--- src/rtl/mw_pkg.sv ---
// Shared opcodes, state encodings and the segment order for both request kinds.
// Assumes a 3-bit read/write opcode and a 5-bit enable/disable opcode.
package mw_pkg;
    localparam logic [2:0] OP_RD  = 3'b110;
    localparam logic [2:0] OP_WR  = 3'b101;
    localparam logic [4:0] OP_WEN = 5'b10011;
    localparam logic [4:0] OP_WDS = 5'b10000;

    typedef enum logic [1:0] {ST_IDLE, ST_NEXT, ST_RUN} run_st_t;
    typedef enum logic [2:0] {SG_SETUP, SG_OUT, SG_IN, SG_STBY,
                              SG_POLL, SG_CLEAN, SG_END} seg_t;

    // Segment list: write and read share setup, differ afterwards.
    function automatic seg_t seg_of(input logic is_wr, input logic [3:0] idx);
        seg_t s;
        if (is_wr) begin
            case (idx)
                4'd0:    s = SG_SETUP;
                4'd1:    s = SG_OUT;
                4'd2:    s = SG_STBY;
                4'd3:    s = SG_OUT;
                4'd4:    s = SG_STBY;
                4'd5:    s = SG_POLL;
                4'd6:    s = SG_STBY;
                4'd7:    s = SG_OUT;
                4'd8:    s = SG_CLEAN;
                default: s = SG_END;
            endcase
        end else begin
            case (idx)
                4'd0:    s = SG_SETUP;
                4'd1:    s = SG_OUT;
                4'd2:    s = SG_IN;
                4'd3:    s = SG_STBY;
                default: s = SG_END;
            endcase
        end
        return s;
    endfunction
endpackage

--- src/rtl/mw_tick.sv ---
// Interval timer: pulses tick once every INTERVAL_CYC enabled cycles.
// Assumes clr is held whenever a new interval must start from zero.
module mw_tick #(
    parameter int INTERVAL_CYC = 2500
) (
    input  logic clk,
    input  logic rst_n,
    input  logic clr,
    input  logic en,
    output logic tick
);
    localparam int CW = $clog2(INTERVAL_CYC + 1);

    logic [CW-1:0] cnt;

    assign tick = en && (cnt == CW'(INTERVAL_CYC - 1));

    // Count cycles within the current interval.
    always_ff @(posedge clk) begin
        if (!rst_n || clr) cnt <= '0;
        else if (tick)     cnt <= '0;
        else if (en)       cnt <= cnt + 1'b1;
    end
endmodule

--- src/rtl/mw_seq.sv ---
// Segment sequencer: walks the segment list of a request and drives the pins.
// Each wire state lasts one tick interval; one idle cycle separates segments.
// Assumes ee_do is stable across an interval.
module mw_seq
    import mw_pkg::*;
#(
    parameter int ADDR_W   = 6,
    parameter int DATA_W   = 16,
    parameter int POLL_MAX = 200
) (
    input  logic              clk,
    input  logic              rst_n,
    input  logic              start,
    input  logic              wr,
    input  logic [ADDR_W-1:0] addr,
    input  logic [DATA_W-1:0] wdata,
    input  logic              tick,
    input  logic              ee_do,
    output logic              tick_clr,
    output logic              tick_en,
    output logic              busy,
    output logic              done,
    output logic [DATA_W-1:0] rdata,
    output logic              timeout,
    output logic              ee_cs,
    output logic              ee_sk,
    output logic              ee_di
);
    localparam int FW = 3 + ADDR_W + DATA_W;
    localparam int BW = $clog2(FW + 1);
    localparam int PW = $clog2(POLL_MAX + 1);

    run_st_t           st;
    seg_t              seg, nxt_seg;
    logic [3:0]        stage;
    logic              wr_q;
    logic [ADDR_W-1:0] addr_q;
    logic [DATA_W-1:0] wdata_q;
    logic [FW-1:0]     sr, fld;
    logic [BW-1:0]     nb, flen;
    logic [1:0]        ph;
    logic [PW-1:0]     pcnt;

    assign nxt_seg  = seg_of(wr_q, stage);
    assign tick_clr = (st != ST_RUN);
    assign tick_en  = (st == ST_RUN);

    // Pick the outgoing field, left-aligned, for the current stage.
    always_comb begin
        flen = BW'(3 + ADDR_W);
        if (!wr_q)
            fld = {OP_RD, addr_q, {DATA_W{1'b0}}};
        else if (stage == 4'd1)
            fld = {OP_WEN, {(ADDR_W-2){1'b0}}, {DATA_W{1'b0}}};
        else if (stage == 4'd3) begin
            fld  = {OP_WR, addr_q, wdata_q};
            flen = BW'(FW);
        end else
            fld = {OP_WDS, {(ADDR_W-2){1'b0}}, {DATA_W{1'b0}}};
    end

    // Request acceptance, segment entry and per-interval pin stepping.
    always_ff @(posedge clk) begin
        if (!rst_n) begin
            st <= ST_IDLE; seg <= SG_SETUP; stage <= '0; wr_q <= 1'b0;
            addr_q <= '0; wdata_q <= '0; sr <= '0; nb <= '0; ph <= '0;
            pcnt <= '0; rdata <= '0; busy <= 1'b0; done <= 1'b0;
            timeout <= 1'b0; ee_cs <= 1'b0; ee_sk <= 1'b0; ee_di <= 1'b0;
        end else begin
            done <= 1'b0;
            case (st)
                ST_IDLE: if (start) begin
                    busy <= 1'b1; wr_q <= wr; addr_q <= addr; wdata_q <= wdata;
                    timeout <= 1'b0; stage <= '0; st <= ST_NEXT;
                end
                ST_NEXT: begin
                    seg <= nxt_seg; ph <= '0; st <= ST_RUN;
                    case (nxt_seg)
                        SG_SETUP: begin ee_sk <= 1'b0; ee_di <= 1'b0; end
                        SG_OUT:   begin sr <= fld; nb <= flen; ee_di <= fld[FW-1]; end
                        SG_IN:    begin ee_sk <= 1'b1; ee_di <= 1'b0; nb <= BW'(DATA_W); end
                        SG_STBY:  begin ee_cs <= 1'b0; ee_sk <= 1'b0; end
                        SG_POLL:  pcnt <= '0;
                        SG_CLEAN: begin ee_cs <= 1'b0; ee_di <= 1'b0; end
                        default:  begin busy <= 1'b0; done <= 1'b1; st <= ST_IDLE; end
                    endcase
                end
                ST_RUN: if (tick) begin
                    case (seg)
                        SG_SETUP: if (ph == 2'd0) begin ee_cs <= 1'b1; ph <= 2'd1; end
                                  else begin st <= ST_NEXT; stage <= stage + 1'b1; end
                        SG_OUT: case (ph)
                            2'd0:    begin ee_sk <= 1'b1; ph <= 2'd1; end
                            2'd1:    begin ee_sk <= 1'b0; ph <= 2'd2; end
                            default: if (nb == BW'(1)) begin
                                         ee_di <= 1'b0; st <= ST_NEXT; stage <= stage + 1'b1;
                                     end else begin
                                         sr <= sr << 1; nb <= nb - 1'b1;
                                         ee_di <= sr[FW-2]; ph <= 2'd0;
                                     end
                        endcase
                        SG_IN: if (ph == 2'd0) begin
                                   rdata <= {rdata[DATA_W-2:0], ee_do};
                                   ee_sk <= 1'b0; ph <= 2'd1;
                               end else if (nb == BW'(1)) begin
                                   st <= ST_NEXT; stage <= stage + 1'b1;
                               end else begin
                                   nb <= nb - 1'b1; ee_sk <= 1'b1; ph <= 2'd0;
                               end
                        SG_STBY: case (ph)
                            2'd0:    begin ee_sk <= 1'b1; ph <= 2'd1; end
                            2'd1:    begin ee_cs <= 1'b1; ph <= 2'd2; end
                            2'd2:    begin ee_sk <= 1'b0; ph <= 2'd3; end
                            default: begin st <= ST_NEXT; stage <= stage + 1'b1; end
                        endcase
                        SG_POLL: if (ee_do) begin
                                     st <= ST_NEXT; stage <= stage + 1'b1;
                                 end else if (pcnt == PW'(POLL_MAX - 1)) begin
                                     timeout <= 1'b1; st <= ST_NEXT; stage <= stage + 1'b1;
                                 end else
                                     pcnt <= pcnt + 1'b1;
                        SG_CLEAN: case (ph)
                            2'd0:    begin ee_sk <= 1'b1; ph <= 2'd1; end
                            2'd1:    begin ee_sk <= 1'b0; ph <= 2'd2; end
                            default: begin st <= ST_NEXT; stage <= stage + 1'b1; end
                        endcase
                        default: st <= ST_IDLE;
                    endcase
                end
                default: st <= ST_IDLE;
            endcase
        end
    end
endmodule

--- src/rtl/uwire_eeprom_master.sv ---
// Top level: serial EEPROM master built from an interval timer and a sequencer.
// Assumes start is sampled only while busy is low.
module uwire_eeprom_master #(
    parameter int INTERVAL_CYC = 2500,
    parameter int POLL_MAX     = 200,
    parameter int ADDR_W       = 6,
    parameter int DATA_W       = 16
) (
    input  logic              clk,
    input  logic              rst_n,
    input  logic              start,
    input  logic              wr,
    input  logic [ADDR_W-1:0] addr,
    input  logic [DATA_W-1:0] wdata,
    output logic              busy,
    output logic              done,
    output logic [DATA_W-1:0] rdata,
    output logic              timeout,
    output logic              ee_cs,
    output logic              ee_sk,
    output logic              ee_di,
    input  logic              ee_do
);
    logic tick, tick_clr, tick_en;

    mw_tick #(.INTERVAL_CYC(INTERVAL_CYC)) u_tick (
        .clk(clk), .rst_n(rst_n), .clr(tick_clr), .en(tick_en), .tick(tick)
    );

    mw_seq #(.ADDR_W(ADDR_W), .DATA_W(DATA_W), .POLL_MAX(POLL_MAX)) u_seq (
        .clk(clk), .rst_n(rst_n), .start(start), .wr(wr), .addr(addr),
        .wdata(wdata), .tick(tick), .ee_do(ee_do), .tick_clr(tick_clr),
        .tick_en(tick_en), .busy(busy), .done(done), .rdata(rdata),
        .timeout(timeout), .ee_cs(ee_cs), .ee_sk(ee_sk), .ee_di(ee_di)
    );
endmodule

--- config.mk ---
export PLATFORM = sky130hd
export DESIGN_NAME = uwire_eeprom_master
export DESIGN_NICKNAME = d
export VERILOG_FILES = /design/src/rtl/mw_pkg.sv /design/src/rtl/mw_tick.sv /design/src/rtl/mw_seq.sv /design/src/rtl/uwire_eeprom_master.sv
export SDC_FILE = /design/constraint.sdc
export NUM_CORES = 1
export LEC_CHECK = 0
export ABC_AREA = 1
export BUFFER_PORTS_ARGS = -buffer_cell sky130_fd_sc_hd__buf_2
export CAP_MARGIN = 10
export CORE_MARGIN = 1.5
export CORE_UTILIZATION = 50
export DETAILED_ROUTE_END_ITERATION = 8
export PLACE_DENSITY = 0.66
export SLEW_MARGIN = 20
export SYNTH_ARGS = -nofsm -noshare
export SYNTH_HDL_FRONTEND = slang
export SYNTH_SLANG_ARGS = --single-unit
--- constraint.sdc ---
create_clock -name clk -period 2.8 [get_ports clk]
set_input_delay 0.14 -clock clk [delete_from_list [all_inputs] [get_ports clk]]
set_output_delay 0.14 -clock clk [all_outputs]
set_load 0.01 [all_outputs]
After elaboration in Yosys (flattened, before gate mapping)
Memory sizes are Yosys's and may differ from the RTL's. A register that Yosys moved wholly into a read port is not among the register bits.
Cells that the tools add are included.
{ "op_classes": {"n_addsub": 4, "n_eq_ne": 55, "muxes": 93, "n_reduce_logical": 33} }
{ "op_table": {"columns": ["cell", "n"], "rows": [
  ["24-bit two-way mux", 5],
  ["25-bit two-way mux", 2],
  ["4-bit two-way mux", 12],
  ["24-bit case mux with 2 select lines", 1],
  ["8-bit two-way mux", 5],
  ["6-bit AND reduction", 6],
  ["5-bit two-way mux", 7],
  ["2-bit two-way mux", 15],
  ["5-bit case mux with 2 select lines", 3],
  ["3-bit != test, second input constant", 8],
  ["4-bit case mux with 6 select lines", 1],
  ["23-bit two-way mux", 1],
  ["2-bit != test, second input constant", 10],
  ["1-bit case mux with 2 select lines", 10],
  ["1-bit two-way mux", 19],
  ["4-bit by 2-bit != test with 1-bit output, second input constant", 4],
  ["8-bit case mux with 2 select lines", 1],
  ["12-bit by 1-bit adder with 12-bit output, second input constant", 1],
  ["12-bit == test, second input constant", 1],
  ["3-bit by 2-bit == test with 1-bit output, second input constant", 4],
  ["3-bit == test, second input constant", 4],
  ["2-bit case mux with 2 select lines", 3],
  ["2-bit case mux with 3 select lines", 2],
  ["2-bit case mux with 6 select lines", 1],
  ["39 further kinds", 59]
]} }
{ "totals": {"register_bits": 105, "rom_bits": 48, "in_bits": 27, "output_inout_bits": 22, "elab_cells": 204, "n_memories": 1} }
{ "memory_table": {"columns": ["name", "depth", "word_bits", "rd", "rd_ports_with_merged_regs", "wr", "line", "rtl"], "rows": [
  ["(no name shown)", 16, 3, 1, 1, 0, "mw_pkg.sv:17", "case (idx)"]
]} }

Longest topological paths before layout
{ "logic_depth": {"ltp_word": 8, "mapped_depth": 16, "ltp_nobuf": 15} }

Modules after synthesis
From an unflattened synthesis, not the netlist that was laid out.
{ "hier_totals": {"cells_unflattened": 821, "hier_area_um2": 5649.2} }
{ "modules_own_cells": {"columns": ["mod", "instances", "cells_each", "area_each_um2", "seq_area_each_um2"], "rows": [
  ["mw_seq", 1, 727, 4946.0, 1921.8],
  ["mw_tick", 1, 94, 703.2, 240.2]
]} }

Worst setup path before layout
OpenSTA, ideal clock, no wires.
{ "synth_timing": {"path_kind": "flip-flop to flip-flop", "from": "reg u_seq.st[0]", "to": "reg with a tool-made name", "setup_time_ps": 114, "t_arrival_ps": 1814, "t_required_ps": 2686, "path_slack_ps": 873, "path_stages_with_launch": 16, "path_buffers": 1, "synth_period_minus_slack_ps": 1927, "path_cell_list": "dfxtp_1 -> inv_1 -> ha_1 -> buf_6 -> nand2_2 -> inv_1 -> nand3_2 -> nand2_1 -> nor2_1 -> nand2_2 -> nor2_4 -> nand2_1 -> nand3_1 -> nand3_1 -> nand3_1 -> nand2_1"} }
{ "synth_lines": {"columns": ["item", "line", "rtl"], "rows": [
  ["start, declared", "mw_seq.sv:33", "run_st_t st;"],
  ["start signal, assigned", "mw_seq.sv:65", "st <= ST_IDLE; seg <= SG_SETUP; stage <= '0; wr_q <= 1'b0;"],
  ["start signal, assigned", "mw_seq.sv:74", "timeout <= 1'b0; stage <= '0; st <= ST_NEXT;"],
  ["start signal, assigned", "mw_seq.sv:77", "seg <= nxt_seg; ph <= '0; st <= ST_RUN;"]
]} }

Final worst setup path
{ "layout_timing": {"from": "reg u_seq.st[0]", "to": "reg u_seq.sr[10]"} }
{ "layout_between": {"elab_chain_cells": 4, "word_cells_on_any_way": 11, "classes_between": "7 x eq/ne; 1 x mux; 3 x reduce/logical"} }
{ "layout_lines": {"columns": ["item", "line", "rtl"], "rows": [
  ["2-bit == test *", "mw_seq.sv:46", "assign tick_en = (st == ST_RUN);"],
  ["named net tick_en", "uwire_eeprom_master.sv:24", "logic tick, tick_clr, tick_en;"],
  ["1-bit logical AND", "mw_tick.sv:16", "assign tick = en && (cnt == CW'(INTERVAL_CYC - 1));"],
  ["2-bit != test (no line)", null, null],
  ["6-bit AND reduction (no line)", null, null],
  ["end signal, assigned", "mw_seq.sv:80", "SG_OUT: begin sr <= fld; nb <= flen; ee_di <= fld[FW-1]; end"],
  ["end signal, assigned", "mw_seq.sv:98", "sr <= sr << 1; nb <= nb - 1'b1;"],
  ["end, declared", "mw_seq.sv:39", "logic [FW-1:0] sr, fld;"]
]} }
Mark *: on every way through the listed nets, which the timed path passes. The rest lies on a longest branch.
A chain may end at the register's enable or synchronous reset.

==> reports/qor.yml <==
status: "finished clean"
cts_buffers: 9
clkPwrFrac_pct: 14.2
power_density_nw_per_um2: 1070
swShare_pct: 47.3
p_int_mw: 3.47
yosysMostFrequentCell: "nor2_1"
boundaryPins: 49
ys_ff_latch: 108
setup_violations: 0
synth_nets: 840
insertion_delay_ns: 0.38
cp-start-kind: "flop"
place_congestion: 0.923
ys_async_sr_fraction_pct: 0
die_area_um2: 11800
p_leak_nw: 2.60
finalSetupTns_ns: 0
hold_viol: 0
firstDrtPassIters: 5
via_count: 5177
irDropWorstVdd_mv: 0.630
final_nets: 883
antenna_left: 0
routed_wl_um: 13100
grt_pass1_vias: 4733
worst_pin_slew_ns: 0.681
finalInstanceArea_um2: 6130
crit_path_max_fanout: 28
synth_edf_count: 0
skew_ns: 0.0112
ys_types: 43
track_usage_pct: 23.5
syn_area_um2: 5560
ys_warn_count: 0
drcViolationCount: 0
netlist.area_leader.share_pct: 38.9
cts_tree: "built"
final_layout_size_suffix_gt1_share_pct: 13.7
period_share_pct: 85.3
antenna_found_initial: 0
p_total_mw: 6.59
start_util_pct: 51.3
slew_violations: 0
n_antenna_cell: 0
rsz0062_at_grt: "no"
grt_max_degree: 37
avgSynthCellArea_um2: 6.98
fin_util_pct: 56.6
grt_pass1_wl_um: 21900
syn-instance-count: 797
cts_sinks: 108
path_clk_slew_ns: 0.10
drt-vias-per-instance: 5.26
dpl.hpwl_um: 9230
cts_buffer_depth: 2
critPathKind: "flop to flop"
critPathCaptureType: "flop"
num_rows: 38
fp.dieW_um: 108
synth_ff_type: "dfxtp_1"
synth_seq_area_share_pct: 38.9
postPlaceCellArea_um2: 5880
relSlewSlack_pct: 54.5
hold_path.class: "input port to flop"
die_y_um: 108
cts_setup_buffers: 0
htree_levels: 3
root_buffer: "clkbuf_8"
overflow: 0
syn_to_final_growth_pct: 10.2
io_buffers: 48
drt-initial-drc-count: 353
fin_crit_ns: 2.39
ys_top_cells_by_count: "nor2_1 (168), nand2_1 (149), dfxtp_1 (108), o21ai_0 (55), inv_1 (52)"
seqPwrFrac_pct: 33.4
power_frac_comb_pct: 52.4
crit_arrival_ns: 2.68
place_ws_ns: 0.439
cap_violations: 0
wl_per_cell_um: 13.3
synth_top_area_cell: "dfxtp_1"
required_ns: 3.09
reg2reg_setup_slack_ns: 0.41
synth_area_leaders: "dfxtp_1 (39%), nor2_1 (11%), nand2_1 (10%)"
clock.fmax_mhz: 419
switchingPower_mw: 3.12
core_um2: 10800
setup_slack_ns: 0.411
==> layout by cell type (no fill, tap or decap), types with 2 or more instances in the layout <==
| cell type | instances |
|---|---|
| a211oi_1 | 3 |
| nand2_4 | 3 |
| o21a_1 | 3 |
| nand3_1 | 35 |
| xnor2_1 | 3 |
| nor2_2 | 3 |
| inv_1 | 52 |
| a41oi_1 | 2 |
| clkinvlp_4 | 3 |
| a21oi_1 | 30 |
| nor3_1 | 38 |
| ha_1 | 15 |
| a31oi_1 | 4 |
| dlygate4sd3_1 | 6 |
| o2111ai_1 | 2 |
| nand3_2 | 4 |
| nor2_4 | 4 |
| nand2_2 | 7 |
| a22oi_1 | 15 |
| nand2_1 | 149 |
| inv_2 | 9 |
| dfxtp_1 | 108 |
| xor2_1 | 10 |
| buf_2 | 48 |
| o21ai_1 | 15 |
| clkbuf_8 | 9 |
| o22ai_1 | 2 |
| buf_4 | 11 |
| nand4_1 | 6 |
| or2_2 | 4 |
| o21ai_2 | 3 |
| o21ai_0 | 55 |
| nor4_1 | 3 |
| nor2_1 | 168 |
==> through the flow <==
stage / hold slack [ns] / instances
global placement: 0.389 / 963
CTS: 0.00151 / 984
finish: 0.0220 / 984
floorplan: 0.298 / 797
detailed placement: 0.395 / 963
global route: 0.00471 / 984
==> registers in the layout, indices dropped and copies added (netlist names), named ones only <==
name / count
u_seq.sr: 24
u_seq.rdata: 16
u_seq.wdata_q: 16
u_tick.cnt: 12
u_seq.pcnt: 8
u_seq.addr_q: 6
u_seq.nb: 5
u_seq.stage: 4
u_seq.seg: 3
u_seq.ph: 2
u_seq.st: 2
u_seq.busy: 1
u_seq.done: 1
u_seq.ee_cs: 1
u_seq.ee_di: 1
u_seq.ee_sk: 1
u_seq.timeout: 1
u_seq.wr_q: 1
==> metal layers <==
layer  vias up  GRT usage, %  wire [um]
met2       127          37.2       5920
met4         0          6.02        131
met1      2353          32.0       6410
li1       2687             -          -
met3        10          5.73        597
met5         -             0          0
==> path summary, 6_finish.rpt <==
check	start	to	cells past startpoint
setup / recovery	u_seq.st[0]	u_seq.sr[10]	12
hold / removal	wdata[5]	u_seq.wdata_q[5]	3
hold reg to reg	u_tick.cnt[0]	u_tick.cnt[0]	1
setup reg to reg	u_seq.st[0]	u_seq.sr[10]	12
==> area by class of cell <==
class                           count  area, um^2
Multi-Input combinational cell    595        2990
Tap cell                          140         175
Inverter                           61         229
Clock inverter                      6        66.3
Sequential cell                   108        2160
Fill cell                        1055        4710
Clock buffer                        9         124
Timing Repair Buffer               65         383
==> cell families after synthesis <==
logic type | Yosys count | share of synthesized area [%]
buf+inv | 94 | 7.40
flops | 108 | 38.9
fa+ha+maj | 16 | 3.60
compound gates | 141 | 15.0
simple gates | 425 | 33.0
xor+xnor | 13 | 2.05
==> power groups by stage <==
stage / combinational [mW] / sequential [mW] / clock [mW]
6_report: 3.45 / 2.20 / 0.936
5_1_grt: 3.93 / 2.25 / 1.02
2_1_floorplan: 2.78 / 2.18 / 0
3_3_place_gp: 3.35 / 2.23 / 0
3_5_place_dp: 3.40 / 2.23 / 0
4_1_cts: 3.43 / 2.20 / 0.967
==> timing repair <==
action                                 4_1_cts  5_1_grt
gates resized for setup                      0        0
hold buffers                                 6        0
endpoints found under the hold margin        6        0
==> worst max-delay path, stage by stage, from the launching register on <==
cell and delay [ns]:
dfxtp_1 0.37, inv_1 0.09, ha_2 0.28, buf_4 0.21
nand2_4 0.12, nand2_4 0.07, inv_2 0.23, nand2_2 0.14
nor2_8 0.35, buf_4 0.25, nand2_1 0.06, nand2_1 0.06
nor2_1 0.05
No activity file was read; power rests on OpenSTA's default activity.
